### src/rtl/pcs_pkg.sv
package pcs_pkg;
  localparam logic [5:0] OP_SPECIAL = 6'h00;
  localparam logic [5:0] OP_JUMP    = 6'h02;
  localparam logic [5:0] OP_JLINK   = 6'h03;
  localparam logic [5:0] OP_BEQ     = 6'h04;
  localparam logic [5:0] OP_BNE     = 6'h05;
  localparam logic [5:0] FN_REGJMP  = 6'h08;

  typedef enum logic [1:0] {
    FLOW_SEQ  = 2'd0,
    FLOW_BR   = 2'd1,
    FLOW_ABS  = 2'd2,
    FLOW_REG  = 2'd3
  } flow_e;

  typedef struct packed {
    logic beq;
    logic bne;
    logic jmp;
    logic jal;
    logic jr;
  } ctl_t;
endpackage

### src/rtl/pcs_decode.sv
module pcs_decode
  import pcs_pkg::*;
(
  input  logic [5:0] opcode,
  input  logic [5:0] funct,
  output ctl_t       ctl
);
  always_comb begin
    ctl     = '0;
    ctl.beq = (opcode == OP_BEQ);
    ctl.bne = (opcode == OP_BNE);
    ctl.jmp = (opcode == OP_JUMP);
    ctl.jal = (opcode == OP_JLINK);
    ctl.jr  = (opcode == OP_SPECIAL) && (funct == FN_REGJMP);
  end
endmodule

### src/rtl/pcs_resolve.sv
module pcs_resolve
  import pcs_pkg::*;
#(
  parameter int XLEN = 32
) (
  input  ctl_t            ctl,
  input  logic [XLEN-1:0] rs_val,
  input  logic [XLEN-1:0] rt_val,
  output logic            br_taken,
  output flow_e           flow
);
  logic same;
  assign same     = (rs_val == rt_val);
  assign br_taken = (ctl.beq && same) || (ctl.bne && !same);

  always_comb begin
    if (ctl.jr)                  flow = FLOW_REG;
    else if (ctl.jmp || ctl.jal) flow = FLOW_ABS;
    else if (br_taken)           flow = FLOW_BR;
    else                         flow = FLOW_SEQ;
  end
endmodule

### src/rtl/pcs_target.sv
module pcs_target
  import pcs_pkg::*;
#(
  parameter int XLEN  = 32,
  parameter int IMM_W = 16,
  parameter int IDX_W = 26
) (
  input  logic [XLEN-1:0]  pc,
  input  logic [IMM_W-1:0] offset,
  input  logic [IDX_W-1:0] index,
  input  logic [XLEN-1:0]  rs_val,
  input  flow_e            flow,
  output logic [XLEN-1:0]  pc_plus4,
  output logic [XLEN-1:0]  next_pc
);
  localparam int REGION_W = XLEN - IDX_W - 2;
  localparam int EXT_W    = XLEN - IMM_W - 2;

  function automatic logic [XLEN-1:0] step_word(input logic [XLEN-1:0] a);
    return a + XLEN'(4);
  endfunction

  function automatic logic [XLEN-1:0] rel_target(input logic [XLEN-1:0] base,
                                                 input logic [IMM_W-1:0] off);
    logic [XLEN-1:0] disp;
    disp = {{EXT_W{off[IMM_W-1]}}, off, 2'b00};
    return base + disp;
  endfunction

  function automatic logic [XLEN-1:0] region_target(input logic [XLEN-1:0] base,
                                                    input logic [IDX_W-1:0] idx);
    return {base[XLEN-1 -: REGION_W], idx, 2'b00};
  endfunction

  assign pc_plus4 = step_word(pc);

  always_comb begin
    unique case (flow)
      FLOW_BR:  next_pc = rel_target(pc_plus4, offset);
      FLOW_ABS: next_pc = region_target(pc_plus4, index);
      FLOW_REG: next_pc = rs_val;
      default:  next_pc = pc_plus4;
    endcase
  end
endmodule

### src/rtl/pc_sequencer.sv
module pc_sequencer
  import pcs_pkg::*;
#(
  parameter int XLEN  = 32,
  parameter int IMM_W = 16,
  parameter int IDX_W = 26
) (
  input  logic            clk,
  input  logic            rst,
  input  logic            stall,
  input  logic [XLEN-1:0] instr,
  input  logic [XLEN-1:0] rs_val,
  input  logic [XLEN-1:0] rt_val,
  output logic [XLEN-1:0] pc,
  output logic            link_we,
  output logic [XLEN-1:0] link_data
);
  ctl_t            ctl;
  flow_e           flow;
  logic            br_taken;
  logic [XLEN-1:0] pc_q;
  logic [XLEN-1:0] pc_plus4;
  logic [XLEN-1:0] next_pc;

  // named events for the checker
  logic is_seq, is_abs, is_jal, is_jr;
  assign is_seq = (flow == FLOW_SEQ);
  assign is_abs = (flow == FLOW_ABS);
  assign is_jal = ctl.jal;
  assign is_jr  = ctl.jr;

  pcs_decode u_decode (
    .opcode (instr[XLEN-1 -: 6]),
    .funct  (instr[5:0]),
    .ctl    (ctl)
  );

  pcs_resolve #(.XLEN(XLEN)) u_resolve (
    .ctl      (ctl),
    .rs_val   (rs_val),
    .rt_val   (rt_val),
    .br_taken (br_taken),
    .flow     (flow)
  );

  pcs_target #(.XLEN(XLEN), .IMM_W(IMM_W), .IDX_W(IDX_W)) u_target (
    .pc       (pc_q),
    .offset   (instr[IMM_W-1:0]),
    .index    (instr[IDX_W-1:0]),
    .rs_val   (rs_val),
    .flow     (flow),
    .pc_plus4 (pc_plus4),
    .next_pc  (next_pc)
  );

  always_ff @(posedge clk) begin
    if (rst)         pc_q <= '0;
    else if (!stall) pc_q <= next_pc;
  end

  assign pc        = pc_q;
  assign link_we   = ctl.jal && !stall && !rst;
  assign link_data = pc_plus4;
endmodule

### config.mk
export PLATFORM = sky130hd
export DESIGN_NAME = pc_sequencer
export DESIGN_NICKNAME = d
export VERILOG_FILES = /design/src/rtl/pcs_pkg.sv /design/src/rtl/pcs_decode.sv /design/src/rtl/pcs_resolve.sv /design/src/rtl/pcs_target.sv /design/src/rtl/pc_sequencer.sv
export SDC_FILE = /design/constraint.sdc
export NUM_CORES = 1
export LEC_CHECK = 0
export ABC_CLOCK_PERIOD_IN_PS = 4200
export BUFFER_PORTS_ARGS = -buffer_cell sky130_fd_sc_hd__buf_2
export CORE_ASPECT_RATIO = 2
export CORE_MARGIN = 1.5
export CORE_UTILIZATION = 49
export CTS_CLUSTER_SIZE = 12
export DETAILED_ROUTE_END_ITERATION = 10
export PLACE_DENSITY = 0.78
export SKIP_CTS_REPAIR_TIMING = 1
export SYNTH_ARGS = -nofsm -noshare
export SYNTH_HDL_FRONTEND = slang
export SYNTH_SLANG_ARGS = --single-unit
### constraint.sdc
create_clock -name clk -period 4.2 [get_ports clk]
set_clock_uncertainty 0.1 [all_clocks]
set_input_delay 0.21 -clock clk [delete_from_list [all_inputs] [get_ports clk]]
set_output_delay 0.21 -clock clk [all_outputs]
set_load 0.01 [all_outputs]
---- Word-level counts from Yosys, hierarchy flattened ----
Index checks and enable logic that the tools add are counted.
storage, ports and cells
  bits in registers ....................... 32
  bits of input ports ..................... 99
  output and inout bits ................... 65
  word-level logic and storage cells ...... 27
operators by class
  add/sub/neg operators ................... 2
  eq/ne operators ......................... 9
  multiplexer cells ....................... 4
  reduce and logical (&&, ||, !) cells .... 11
operators with widths
  cell                                                              number
  32-bit one-hot mux with 3 select lines                            1
  32-bit by 3-bit adder with 32-bit output (second input constant)  1
  32-bit adder                                                      1
  32-bit == test                                                    1
  6-bit by 2-bit == test with 1-bit output (second input constant)  2
  6-bit by 3-bit == test with 1-bit output (second input constant)  2
  6-bit by 4-bit == test with 1-bit output (second input constant)  1
  6-bit logical NOT                                                 1
  1-bit logical AND                                                 5
  2-bit == test (second input constant)                             2
  2-bit two-way mux                                                 2
  1-bit logical NOT                                                 3
  2-bit by 1-bit == test with 1-bit output (second input constant)  1
  1-bit logical OR                                                  2
  1-bit two-way mux                                                 1

---- Logic depth before layout (Yosys ltp) ----
  word-level depth ........................ 9
  mapped depth ............................ 16
  gate-level depth less buffers ........... 15

---- Modules after synthesis ----
Synthesis repeated with hierarchy kept, for this count alone.
unflattened totals
  cell total of the unflattened synthesis .. 522
  area total of the unflattened synthesis .. 4488.1 sq um
modules (own cells, without submodules)
  module        times used  cells an instance  area each (sq um)  sequential area each (sq um)
  pcs_target    1           357                2850.2             0.0
  pc_sequencer  1           105                1177.4             640.6
  pcs_resolve   1           49                 389.1              0.0
  pcs_decode    1           11                 71.3               0.0

---- Worst setup path after synthesis ----
Ideal clock, no wire load.
  path type ............................... reg-to-reg
  start ................................... reg pc_q[2], in the netlist pc[2]
  end ..................................... reg pc_q[28], in the netlist pc[28]
  library setup time ...................... 0.070 ns
  arrival ................................. 3.808 ns
  data required time ...................... 4.030 ns
  setup slack ............................. 0.222 ns
  stages on the path, launching flop included .. 14
  path buffers ............................ 0
  period minus slack after synthesis ...... 3.978 ns
  cell sequence ........................... dfxtp_1 -> ha_1 -> nand3_1 -> nor4_1 -> nand3_1 -> or3_1 -> xnor2_1 -> ha_1 -> or3_1 -> o211a_1 -> a21o_1 -> a21o_1 -> a2111oi_0 -> o2bb2ai_1
on the way
  longest elaborated chain between the ends .. 3
RTL lines
  item                                      RTL line            text
  from (decl)                               pc_sequencer.sv:21  logic [XLEN-1:0] pc_q;
  from (signal assigned)                    pc_sequencer.sv:58  else if (!stall) pc_q <= next_pc;
  32-bit by 3-bit adder with 32-bit output  pcs_target.sv:20    return a + XLEN'(4);
  named net link_data[24]                   pc_sequencer.sv:16  output logic [XLEN-1:0] link_data
  32-bit adder                              pcs_target.sv:27    return base + disp;
  32-bit one-hot mux with 3 select lines    pcs_target.sv:38    unique case (flow)
The timed path passes the listed nets, and every way through them passes these cells.
A chain may end at the register's enable or synchronous reset.

---- Worst setup path in the final report ----
  start ................................... reg pc_q[3], in the netlist pc[3]
  end ..................................... reg pc_q[28], in the netlist pc[28]
on the way
  longest elaborated chain between the ends .. 3
RTL lines
  item                                          RTL line
  32-bit by 3-bit adder with 32-bit output (*)  pcs_target.sv:20
  32-bit adder                                  pcs_target.sv:27
  32-bit one-hot mux with 3 select lines (*)    pcs_target.sv:38
Every way passes the cells marked *; elsewhere a longest branch is shown, timed or not.

==> impl_results.md <==
* Via density at 6.688
* Cell area after synthesis at 4568 um2
* Ys async rst share at 0%
* Final-report hold violation count at 0
* DIE WIDTH at 71.28 um
* Final worst-path cycle share at 95.34%
* Setup violations, final at 0
* Max reg flops at 32
* Sequential element share of the synthesized area at 14.02%
* Cell Int Power at 0.7547 mW
* Clock transition at path regs at 0.06 ns
* Clk_lat worst skew at 0.29 ns
* Max cap viols at 0
* Number of synthesized flops with an enable pin at 0
* Arrival time worst endpoint at 4.13 ns
* Rel. slew slack at 33.89%
* Post-DP Area at 5522 um2
* WL final at 19330 um
* Minimum clock period after layout at 4.004 ns
* Leading cell types in the layout, fill and taps excluded: buf_2 (163), xnor2_1 (60), nand2_1 (54), a21oi_1 (48), nor2_1 (43)
* Clock sinks at 32
* Post-DR wirelength/cell at 21.84 um
* Clock Power Share at 32.6%
* Max Clk Rate at 249.7 MHz
* Finished Cell Area at 5713 um2
* # rows at 49
* Initial antenna violation count at 0
* Effective utilization at floorplan at 50.69%
* Status: finished clean
* Routed Antenna Nets at 0
* Crit path max fanout at 8
* Area grow syn2layout at 25.06%
* Post-synth cell types at 67
* Die Y at 139.6 um
* Setup WS pre-CTS at 0.1633 ns
* Switching share of total power at 37.93%
* FILL cells at 834
* DR pass1 iterations at 5
* Sequential share of power at 27.8%
* Crit path kind: reg -> reg
* Power per cell area at 212.8 nW/um2
* Syn_nets at 757
* Drc violations at 0
* Total I/O pin count at 164
* Via count at 5919
* Num CTS Buffers at 5
* Gate power share at 39.6%
* Final setup margin at 0.1959 ns
* Post-detail-place hpwl at 15210 um
* Most used DFF post-synth: dfxtp_1
* Gpl congestion at 0.9787
* Yosys reg bits at 32
* Design Power at 1.216 mW
* Worst slew pin tran at 0.9917 ns
* I/O Buffers at 163
* YS warnings at 0
* Post-layout util at 63.39%
* Worst setup EP type: flop
* Core area at 9012 um2
* Share of cells above drive strength 1 at 26.82%
* Startpoint class of the critical path: flop
* Switching power of the nets at 0.4612 mW
* Leading post-synthesis cells by cell area: dfxtp_1 (14%), xnor2_1 (12%), ha_1 (9.3%), a21oi_1 (5.4%), nand2_1 (4.4%)
* Setup TNS at 0 ns
* H-tree lvl count at 2
* Max-slew violations at 0
* NumNets Final at 916
* Pin count of the biggest net entering global routing at 49
* GRT Resource Usage Total at 38.03%
* Avg Cell Area, Syn at 7.332 um2
* Worst EP required at 4.32 ns
* Top cell type by total area after synthesis: dfxtp_1
* Vias in the first global route at 5808
* # diodes at 0
* TritonCTS clock tree: yes
* Clk Tree Root Cell: clkbuf_16
* Worst Hold Class: in -> reg
* Most common cell after layout, fill and taps aside: buf_2
* Starting DRC count in detailed routing at 427
* Post-Synthesis Cells at 623
* Clock Path Buffers at 2
* Top-area cell type share of the netlist area at 14.02%
* Peak supply drop at 0.0001671 V
* Die ar. at 9946 um2
* Lkg Pwr at 2.608 nW
* First-pass GRT wire length at 29480 um
* Grt total ovfl at 0
path summary, 6_finish.rpt:
| kind | cells past startpoint | slack (ns) | start | to |
|---|---|---|---|---|
| worst max register to register | 14 | 0.20 | pc[3]$_SDFFE_PP0N_ | pc[28]$_SDFFE_PP0N_ |
| worst min register to register | 2 | 0.42 | pc[0]$_SDFFE_PP0P_ | pc[0]$_SDFFE_PP0P_ |
| worst max-delay path | 14 | 0.20 | pc[3]$_SDFFE_PP0N_ | pc[28]$_SDFFE_PP0N_ |
| worst min-delay path | 3 | 0.1 | rs_val[0] | pc[0]$_SDFFE_PP0P_ |
per-layer routing:
metal	track usage [%]	share of wire, %
met5	0	0
met4	29.59	8.8
met3	5.431	7.0
met2	66.57	51
met1	38.98	33
cell usage after synthesis, types with 6 or more instances:
cell,n
clkbuf_1,26
xor2_1,19
dfxtp_1,32
nand2b_1,8
o211ai_1,15
a21o_1,8
a31oi_1,10
a211oi_1,8
nand4_1,15
o31a_1,6
a21oi_1,49
o21ai_0,35
ha_1,34
nor4_1,9
a22oi_1,9
a221oi_1,17
nor2_1,43
and3_1,15
xnor2_1,61
nand3_1,20
nand2_1,54
nor3_1,9
inv_1,26
final cells by class:
cell class / instances / area [um2] / share of cell area, %
clock inverter: 2 / 15.01 / 0.2628
sequential: 32 / 641.9 / 11.24
tap: 102 / 127.6 / 2.234
inverter: 26 / 97.59 / 1.708
clock buffer: 6 / 138.9 / 2.431
timing repair buffer: 183 / 965.9 / 16.91
multi-input combinational: 534 / 3726 / 65.22
through the flow:
stage,instances,hold slack (ns)
after global routing,885,0.1211
after floorplan,623,0.2505
after CTS,883,0.09585
after global placement,875,0.3810
after detailed placement,875,0.3901
final,885,0.09751
power groups by stage:
stage	logic, mW	clock network [mW]	registers [mW]
after detailed placement	0.467	0	0.343
after floorplan	0.279	0	0.346
final	0.481	0.397	0.338
after global placement	0.463	0	0.342
after CTS	0.470	0.397	0.337
after global routing	0.519	0.405	0.340
cells by family after synthesis:
group | after synthesis | synth area share [%]
AO/OA/AOI/OAI | 211 | 32.05
XOR/XNOR | 81 | 15.69
AND/OR/NAND/NOR | 203 | 22.68
adder cells (fa/ha/maj) | 35 | 9.751
multiplexers | 4 | 0.9312
flip-flops | 32 | 14.02
buffers and inverters | 57 | 4.875
critical path, cell delays in order (launching register included):
cell and delay [ns]:
dfxtp_1 0.40, ha_2 0.26, nand3_1 0.13, nor4_1 0.28, buf_4 0.19, nand3_1 0.15, or3_1 0.40, xnor2_2 0.17
ha_1 0.38, or3_1 0.37, o211a_1 0.18, a21o_1 0.19, a21o_1 0.17, a2111oi_1 0.42, o2bb2ai_1 0.15
Power figures use the tool's default switching activity.
